### src/rtl/adc_stat_pkg.sv
package adc_stat_pkg;
    timeunit 1ns;
    timeprecision 1ps;

    // Bit positions inside the status word; software decodes them.
    localparam int unsigned STAT_W      = 32;
    localparam int unsigned MAX_CHANS   = 16;
    localparam int unsigned POS_CALDONE = 23;
    localparam int unsigned POS_DRDY    = 24;
    localparam int unsigned POS_OVR     = 25;
    localparam int unsigned POS_CMP     = 26;
    localparam int unsigned POS_RXEND   = 27;
    localparam int unsigned POS_RXFULL  = 28;

    // Latched non-channel flags.
    typedef struct packed {
        logic caldone;
        logic drdy;
        logic ovr;
        logic cmp;
    } evt_flags_t;

endpackage

### src/rtl/adc_eoc_bank.sv
module adc_eoc_bank #(
    parameter int unsigned NCH = 16,
    parameter int unsigned CHW = (NCH > 1) ? $clog2(NCH) : 1
) (
    input  logic           clk,
    input  logic           rst_n,
    input  logic [NCH-1:0] chan_en,
    input  logic           conv_vld,
    input  logic [CHW-1:0] conv_chan,
    input  logic           rd_vld,
    input  logic [CHW-1:0] rd_sel,
    output logic [NCH-1:0] eoc_o,
    output logic           accept_o
);
    timeunit 1ns;
    timeprecision 1ps;

    typedef struct packed {
        logic [NCH-1:0] eoc;
    } eoc_state_t;

    eoc_state_t     st_d, st_q;
    logic [NCH-1:0] set_hit;
    logic [NCH-1:0] clr_hit;

    // One decode per channel for the conversion and read strobes.
    for (genvar ch = 0; ch < NCH; ch++) begin : g_dec
        assign set_hit[ch] = conv_vld && (conv_chan == CHW'(ch)) && chan_en[ch];
        assign clr_hit[ch] = rd_vld && (rd_sel == CHW'(ch));
    end

    always_comb begin
        st_d = st_q;
        for (int ch = 0; ch < NCH; ch++) begin
            if (!chan_en[ch]) begin
                st_d.eoc[ch] = 1'b0;
            end else if (set_hit[ch]) begin
                st_d.eoc[ch] = 1'b1;
            end else if (clr_hit[ch]) begin
                st_d.eoc[ch] = 1'b0;
            end
        end
    end

    always_ff @(posedge clk or negedge rst_n) begin
        if (!rst_n) begin
            st_q <= '0;
        end else begin
            st_q <= st_d;
        end
    end

    assign eoc_o    = st_q.eoc & chan_en;
    assign accept_o = |set_hit;

    for (genvar ch = 0; ch < NCH; ch++) begin : g_chk
        // an accepted conversion is stored
        p_conv_sets_r2: assert property (@(posedge clk) disable iff (!rst_n)
            (conv_vld && conv_chan == CHW'(ch) && chan_en[ch]) |=> st_q.eoc[ch]);
        // a disabled cycle discards the stored flag
        p_disable_drops_r3: assert property (@(posedge clk) disable iff (!rst_n)
            !chan_en[ch] |=> !st_q.eoc[ch]);
        // a read without a same-cycle set clears the flag
        p_read_clears_r4: assert property (@(posedge clk) disable iff (!rst_n)
            (rd_vld && rd_sel == CHW'(ch) &&
             !(conv_vld && conv_chan == CHW'(ch))) |=> !st_q.eoc[ch]);
        // a read of another channel leaves this one alone
        p_read_other_r4: assert property (@(posedge clk) disable iff (!rst_n)
            (st_q.eoc[ch] && chan_en[ch] && rd_vld && rd_sel != CHW'(ch)) |=> st_q.eoc[ch]);
        // set wins over a same-cycle read
        p_set_wins_r9: assert property (@(posedge clk) disable iff (!rst_n)
            (conv_vld && conv_chan == CHW'(ch) && chan_en[ch] &&
             rd_vld && rd_sel == CHW'(ch)) |=> st_q.eoc[ch]);
    end

endmodule

### src/rtl/adc_evt_flags.sv
module adc_evt_flags
    import adc_stat_pkg::*;
(
    input  logic       clk,
    input  logic       rst_n,
    input  logic       conv_accept,
    input  logic       rd_last,
    input  logic       rd_status,
    input  logic       ovr_evt,
    input  logic       cmp_evt,
    input  logic       cal_start,
    input  logic       cal_finish,
    output evt_flags_t flags_o
);
    timeunit 1ns;
    timeprecision 1ps;

    evt_flags_t fl_d, fl_q;

    always_comb begin
        fl_d = fl_q;

        // Data ready: set by a result, cleared by the last-data read.
        if (conv_accept) begin
            fl_d.drdy = 1'b1;
        end else if (rd_last) begin
            fl_d.drdy = 1'b0;
        end

        // Sticky error flags: cleared by reading the status word.
        if (ovr_evt) begin
            fl_d.ovr = 1'b1;
        end else if (rd_status) begin
            fl_d.ovr = 1'b0;
        end

        if (cmp_evt) begin
            fl_d.cmp = 1'b1;
        end else if (rd_status) begin
            fl_d.cmp = 1'b0;
        end

        // Calibration done: a new request withdraws it.
        if (cal_finish) begin
            fl_d.caldone = 1'b1;
        end else if (cal_start) begin
            fl_d.caldone = 1'b0;
        end
    end

    always_ff @(posedge clk or negedge rst_n) begin
        if (!rst_n) begin
            fl_q <= '0;
        end else begin
            fl_q <= fl_d;
        end
    end

    assign flags_o = fl_q;

    // data ready follows results and last-data reads
    p_drdy_set_r5: assert property (@(posedge clk) disable iff (!rst_n)
        conv_accept |=> fl_q.drdy);
    p_drdy_clear_r5: assert property (@(posedge clk) disable iff (!rst_n)
        (rd_last && !conv_accept) |=> !fl_q.drdy);
    // sticky until a status read
    p_ovr_sticky_r6: assert property (@(posedge clk) disable iff (!rst_n)
        (fl_q.ovr && !rd_status) |=> fl_q.ovr);
    p_cmp_sticky_r6: assert property (@(posedge clk) disable iff (!rst_n)
        (fl_q.cmp && !rd_status) |=> fl_q.cmp);
    p_ovr_clear_r6: assert property (@(posedge clk) disable iff (!rst_n)
        (rd_status && !ovr_evt) |=> !fl_q.ovr);
    // calibration request withdraws the done flag
    p_cal_clear_r7: assert property (@(posedge clk) disable iff (!rst_n)
        (cal_start && !cal_finish) |=> !fl_q.caldone);
    p_cal_hold_r7: assert property (@(posedge clk) disable iff (!rst_n)
        (!cal_start && !cal_finish) |=> $stable(fl_q.caldone));
    // set wins over a same-cycle clear
    p_set_wins_r9: assert property (@(posedge clk) disable iff (!rst_n)
        (ovr_evt && rd_status) |=> fl_q.ovr);
    p_cal_wins_r9: assert property (@(posedge clk) disable iff (!rst_n)
        (cal_finish && cal_start) |=> fl_q.caldone);

endmodule

### src/rtl/adc_irq_merge.sv
module adc_irq_merge #(
    parameter int unsigned W = 32
) (
    input  logic [W-1:0] status_i,
    input  logic [W-1:0] mask_i,
    output logic         irq_o
);
    timeunit 1ns;
    timeprecision 1ps;

    logic [W-1:0] hits;

    assign hits  = status_i & mask_i;
    assign irq_o = |hits;

endmodule

### src/rtl/adc_status_word.sv
module adc_status_word
    import adc_stat_pkg::*;
#(
    parameter int unsigned NCH = 16,
    parameter int unsigned CHW = (NCH > 1) ? $clog2(NCH) : 1
) (
    input  logic           clk,
    input  logic           rst_n,
    input  logic [NCH-1:0] chan_en,
    input  logic           conv_done,
    input  logic [CHW-1:0] conv_chan,
    input  logic           cal_start,
    input  logic           cal_finish,
    input  logic           ovr_evt,
    input  logic           cmp_evt,
    input  logic           dma_end_lvl,
    input  logic           dma_full_lvl,
    input  logic           rd_status,
    input  logic           rd_chan,
    input  logic [CHW-1:0] rd_chan_sel,
    input  logic           rd_last,
    input  logic [31:0]    irq_mask,
    output logic [31:0]    status,
    output logic           irq
);
    timeunit 1ns;
    timeprecision 1ps;

    logic [NCH-1:0] eoc_vis;
    logic           conv_accept;
    evt_flags_t     flags;
    logic [31:0]    word;

    adc_eoc_bank #(
        .NCH (NCH),
        .CHW (CHW)
    ) u_eoc (
        .clk       (clk),
        .rst_n     (rst_n),
        .chan_en   (chan_en),
        .conv_vld  (conv_done),
        .conv_chan (conv_chan),
        .rd_vld    (rd_chan),
        .rd_sel    (rd_chan_sel),
        .eoc_o     (eoc_vis),
        .accept_o  (conv_accept)
    );

    adc_evt_flags u_evt (
        .clk         (clk),
        .rst_n       (rst_n),
        .conv_accept (conv_accept),
        .rd_last     (rd_last),
        .rd_status   (rd_status),
        .ovr_evt     (ovr_evt),
        .cmp_evt     (cmp_evt),
        .cal_start   (cal_start),
        .cal_finish  (cal_finish),
        .flags_o     (flags)
    );

    // Pack the word; unlisted bits stay zero.
    always_comb begin
        word                = '0;
        word[NCH-1:0]       = eoc_vis;
        word[POS_CALDONE]   = flags.caldone;
        word[POS_DRDY]      = flags.drdy;
        word[POS_OVR]       = flags.ovr;
        word[POS_CMP]       = flags.cmp;
        word[POS_RXEND]     = dma_end_lvl;
        word[POS_RXFULL]    = dma_full_lvl;
    end

    assign status = word;

    adc_irq_merge #(
        .W (32)
    ) u_irq (
        .status_i (word),
        .mask_i   (irq_mask),
        .irq_o    (irq)
    );

    // the value returned by a status read still carries the overrun
    p_read_sees_ovr_r6: assert property (@(posedge clk) disable iff (!rst_n)
        ovr_evt |=> status[POS_OVR]);
    // an enabled overrun raises the interrupt
    p_irq_ovr_r10: assert property (@(posedge clk) disable iff (!rst_n)
        (ovr_evt && $rose(1'b1) == 1'b0) |=> (irq_mask[POS_OVR] -> irq));

endmodule

### config.mk
export PLATFORM = sky130hd
export DESIGN_NAME = adc_status_word
export DESIGN_NICKNAME = d
export VERILOG_FILES = /design/src/rtl/adc_stat_pkg.sv /design/src/rtl/adc_eoc_bank.sv /design/src/rtl/adc_evt_flags.sv /design/src/rtl/adc_irq_merge.sv /design/src/rtl/adc_status_word.sv
export SDC_FILE = /design/constraint.sdc
export NUM_CORES = 1
export LEC_CHECK = 0
export ABC_AREA = 1
export ABC_CLOCK_PERIOD_IN_PS = 1350
export BUFFER_PORTS_ARGS = -buffer_cell sky130_fd_sc_hd__buf_2
export CORE_MARGIN = 3
export CORE_UTILIZATION = 42
export CTS_CLUSTER_SIZE = 8
export DETAILED_ROUTE_END_ITERATION = 8
export PLACE_DENSITY = 0.91
export REMOVE_ABC_BUFFERS = 1
export SLEW_MARGIN = 20
export SYNTH_ARGS = -nofsm -noshare
export SYNTH_HDL_FRONTEND = slang
export SYNTH_SLANG_ARGS = --single-unit
### constraint.sdc
create_clock -name clk -period 1.35 [get_ports clk]
set_input_delay 0.27 -clock clk [delete_from_list [all_inputs] [get_ports clk]]
set_output_delay 0.27 -clock clk [all_outputs]
set_load 0.005 [all_outputs]
==> report_table.html <==
<table>
<tr><th>Metric</th><th>Value</th></tr>
<tr><th colspan="2">CTS</th></tr>
<tr><td>Number of clock buffers inserted by TritonCTS</td><td>3</td></tr>
<tr><td>Clk sink count</td><td>20</td></tr>
<tr><td>Clock transition at the register clock pins on the worst setup and hold paths after CTS</td><td>0.12 ns</td></tr>
<tr><td>Number of buffers on the longest clock path</td><td>2</td></tr>
<tr><td>TritonCTS clock tree</td><td>done</td></tr>
<tr><td>Master cell of the clock root buffer</td><td>clkbuf_4</td></tr>
<tr><td>Clock H-tree levels</td><td>1</td></tr>
<tr><td>Latest clock arrival within the worst-skew pair</td><td>roughly 0.31 ns</td></tr>
<tr><th colspan="2">Yosys</th></tr>
<tr><td>Most instantiated flip-flop cell in the synthesis netlist</td><td>dfrtp_1</td></tr>
<tr><td>Ys Warns</td><td>0</td></tr>
<tr><td>Fraction of registers with async set/reset</td><td>1.000</td></tr>
<tr><td>EDFF count, synth</td><td>0</td></tr>
<tr><td>Share of the yosys chip area belonging to registers</td><td>0.3587</td></tr>
<tr><td>Post-synth top cells</td><td>58 x nand2_1, 26 x inv_1, 25 x nor2_1</td></tr>
<tr><td>Largest cells by area after synthesis</td><td>dfrtp_1 36%, nand2_1 16%, inv_1 7.0%</td></tr>
<tr><td>Mapped cell area</td><td>roughly 0.0014 sq mm</td></tr>
<tr><td>Avg Cell Area, Syn</td><td>6.612 sq um</td></tr>
<tr><td>Share of Yosys cell area claimed by the top area cell type</td><td>0.3587</td></tr>
<tr><td>Flip-flop and latch count after synthesis</td><td>20</td></tr>
<tr><td>Number of distinct library cells after synthesis</td><td>22</td></tr>
<tr><td>Most used standard cell by instance count after synthesis</td><td>nand2_1</td></tr>
<tr><td>Synth Instances</td><td>211</td></tr>
<tr><td>Cell type contributing the most total cell area after synthesis</td><td>dfrtp_1</td></tr>
<tr><th colspan="2">GRT</th></tr>
<tr><td>Total congestion overflow after global routing</td><td>0</td></tr>
<tr><td>Vias in the first global route</td><td>between 1,500 and 2,000</td></tr>
<tr><td>First-pass GRT wire length</td><td>7238 microns</td></tr>
<tr><td>Pin count of the biggest net entering global routing</td><td>21</td></tr>
<tr><td>Combined global-route utilization of all metal layers</td><td>0.2253</td></tr>
<tr><td>Antenna violations before repair</td><td>0</td></tr>
<tr><th colspan="2">Min path</th></tr>
<tr><td>Number of instances on the worst hold path</td><td>2</td></tr>
<tr><td>Worst Hold End</td><td>u_evt.flags_o[3]</td></tr>
<tr><td>Min-delay worst type</td><td>input port to flip-flop</td></tr>
<tr><td>Start point of the worst hold path</td><td>cal_start</td></tr>
<tr><th colspan="2">Critical path</th></tr>
<tr><td>FF-to-FF setup slack</td><td>~0.45 ns</td></tr>
<tr><td>Nature of the critical path endpoint</td><td>output pin</td></tr>
<tr><td>Data required time at the worst endpoint</td><td>between 1 and 1.5 ns</td></tr>
<tr><td>Critical path data arrival time</td><td>approximately 1.4 ns</td></tr>
<tr><td>Register-to-Register Path Depth</td><td>6</td></tr>
<tr><td>Critical Setup Path Class</td><td>flip-flop to output pin</td></tr>
<tr><td>Endpoint of the worst-slack reg-to-reg timing path</td><td>u_evt.flags_o[2]</td></tr>
<tr><td>Maximum net fanout on the critical path</td><td>2</td></tr>
<tr><td>CP Launch Type</td><td>flip-flop</td></tr>
<tr><td>Worst R2R Start</td><td>u_evt.flags_o[2]</td></tr>
<tr><th colspan="2">Finish</th></tr>
<tr><td>Post-layout util</td><td>0.6012</td></tr>
<tr><td>Layout cell share with drive strength beyond 1</td><td>0.3571</td></tr>
<tr><td>Synthesis-to-finish area growth</td><td>33.72%</td></tr>
<tr><td>Area of the multi-input gates</td><td>approximately 730 sq um</td></tr>
<tr><td>ANT cells</td><td>0</td></tr>
<tr><td>Number of nets in the layout</td><td>363</td></tr>
<tr><td>Sequential cell area in the final layout</td><td>500.5 sq um</td></tr>
<tr><td>Filler Cell Count</td><td>around 320</td></tr>
<tr><th colspan="2">Drt</th></tr>
<tr><td>Via count</td><td>about 1,700</td></tr>
<tr><td>Number of nets still failing antenna checks after routing</td><td>0</td></tr>
<tr><td>Post-detailed-route DRC marker count</td><td>0</td></tr>
<tr><td>Wire length reported by the detailed router</td><td>between 4000 and 5000 microns</td></tr>
<tr><td>Post-DR vias/cell</td><td>4.959</td></tr>
<tr><td>DR iter-0 viols</td><td>38</td></tr>
<tr><td>Wire length per cell after detailed routing</td><td>13.14 microns</td></tr>
<tr><td>Number of detailed-routing iterations run before antenna repair</td><td>4</td></tr>
<tr><th colspan="2">Power and ir drop</th></tr>
<tr><td>Clock share of power</td><td>0.286</td></tr>
<tr><td>Cell Int Power</td><td>between 0.9 and 1 mW</td></tr>
<tr><td>Logic pwr share</td><td>0.225</td></tr>
<tr><td>Standby leakage power</td><td>~1.1 nW</td></tr>
<tr><td>Switching part of the total power</td><td>0.2985</td></tr>
<tr><td>Worst ir drop on vdd</td><td>roughly 0.34 mV</td></tr>
<tr><td>Power per cell area</td><td>between 600 and 700 mW/mm^2</td></tr>
<tr><td>Sequential Power Share</td><td>0.489</td></tr>
<tr><td>Net switching power figure</td><td>around 0.39 mW</td></tr>
<tr><th colspan="2">STA</th></tr>
<tr><td>Shortest clock period the worst path allows after layout</td><td>approximately 1.6 ns</td></tr>
<tr><td>Slew Limit Fails</td><td>0</td></tr>
<tr><td>Sum Neg Setup Slack</td><td>-0.2853 ns</td></tr>
<tr><td>Final cycle utilization of the critical path</td><td>1.211</td></tr>
<tr><td>Unrepaired setup endpoints after global routing</td><td>yes</td></tr>
<tr><td>Final count of hold timing violations</td><td>0</td></tr>
<tr><td>Final number of setup-violating endpoints</td><td>1</td></tr>
<tr><td>Final clock skew</td><td>0 ns</td></tr>
<tr><td>Post-route worst hold slack</td><td>0.1237 ns</td></tr>
<tr><td>Maximum clock frequency</td><td>just over 0.6 GHz</td></tr>
<tr><td>Post-layout worst setup margin</td><td>-0.2853 ns</td></tr>
<tr><th colspan="2">Placement</th></tr>
<tr><td>Detailed placer's ending HPWL</td><td>approximately 3600 microns</td></tr>
<tr><td>Count of input and output buffers</td><td>80</td></tr>
<tr><td>Placer's final routability congestion estimate</td><td>around 0.88</td></tr>
<tr><td>Post-placement setup slack</td><td>-0.004716 ns</td></tr>
<tr><th colspan="2">Die</th></tr>
<tr><td>Site Rows</td><td>20</td></tr>
<tr><td>Initial standard-cell utilization of the core</td><td>0.4496</td></tr>
<tr><td>Die width</td><td>between 60 and 70 microns</td></tr>
<tr><td>Core area</td><td>0.003103 sq mm</td></tr>
<tr><td>Overall die height</td><td>roughly 64 microns</td></tr>
<tr><td>Floorplan die area</td><td>approximately 0.004 sq mm</td></tr>
<tr><td>Count of boundary I/O pins</td><td>roughly 100</td></tr>
<tr><th colspan="2">Status</th></tr>
<tr><td>Run status</td><td>finished, violations left</td></tr>
<tr><td>Violations in the final reports</td><td>negative setup slack</td></tr>
<tr><th colspan="2">Flow run</th></tr>
<tr><td>Number of maximum-capacitance constraint violations</td><td>0</td></tr>
</table>
## cell usage in the layout (no fill, tap or decap), drive strengths merged
cell / count
o22ai: 4
nor2: 29
buf: 82
clkinv: 2
dlygate4sd3: 1
inv: 29
nand4: 6
nand2: 59
dfrtp: 20
nand3: 15
nand3b: 2
conb: 10
o21ai: 19
a22o: 1
clkbuf: 4
nor3: 8
o21bai: 3
## per-stage QoR
| stage | std cells | total power [mW] | area, sq um |
|---|---|---|---|
| detailed placement | 331 | 0.9257 | 1789 |
| CTS | 336 | 1.290 | 1836 |
| global placement | 331 | 0.9180 | 1789 |
| finish | 338 | 1.291 | 1866 |
| floorplan | 207 | 0.7516 | 1334 |
| global route | 338 | 1.369 | 1866 |
## how the worst max path moves through the flow
stage                to  cells after the start          start  slack [ns]
detailed placement  irq                      8     chan_en[3]      -0.005
global placement    irq                      8     chan_en[3]        0.01
CTS                 irq                      7  u_eoc.st_q[1]       -0.34
floorplan           irq                      6  u_eoc.st_q[3]        0.32
finish              irq                      7  u_eoc.st_q[9]       -0.29
global route        irq                      7  u_eoc.st_q[0]       -0.39
## metal layers
layer	part of all wire	vias to the layer above	GRT usage	wire length, microns
met5	0	-	0	0
met4	0.020	0	0.08895	91
met3	0.12	12	0.05348	534
met2	0.46	98	0.3820	2054
met1	0.40	746	0.2734	1760
li1	-	820	-	-
## cells by family (layout without fill, tap and decap cells)
logic type      Yosys count  in the layout  synth area share
buf+inv                  44            118            0.1516
flops                    20             20            0.3587
simple gates            119            119            0.3785
compound gates           27             27            0.1085
other cells               1             10          0.002688
## worst max-delay path: stages (launching register included)
cell and delay, ns:
dfrtp_1 0.39, nand2_1 0.07, inv_1 0.05, nand2_1 0.05, nand4_1 0.13, nor2_1 0.16
nand3_1 0.08, buf_2 0.13
## power by group through the flow
stage	clock [mW]	combinational [mW]	sequential [mW]
2_1_floorplan	0	0.108	0.643
3_3_place_gp	0	0.277	0.641
3_5_place_dp	0	0.283	0.643
4_1_cts	0.372	0.287	0.631
5_1_grt	0.406	0.327	0.636
6_report	0.369	0.290	0.632
## layout make-up
type,count,area share
sequential,20,0.2683
timing repair buffer,83,0.2280
multi-input combinational,156,0.3924
tap,44,0.02951
clock buffer,4,0.01945
inverter,31,0.06237
## timing repair
action	CTS	global route
buffers inserted	0	2
hold buffers	1	0
endpoints found under the setup margin	1	1
gates resized for setup	0	9
pin swaps	6	11
endpoints found under the hold margin	20	0
## sequential cells by signal (all words and copies together), names as in the netlist
signal / count
u_evt.flags_o: 4
u_eoc.st_q: 16
(Power assumes the default switching activity.)
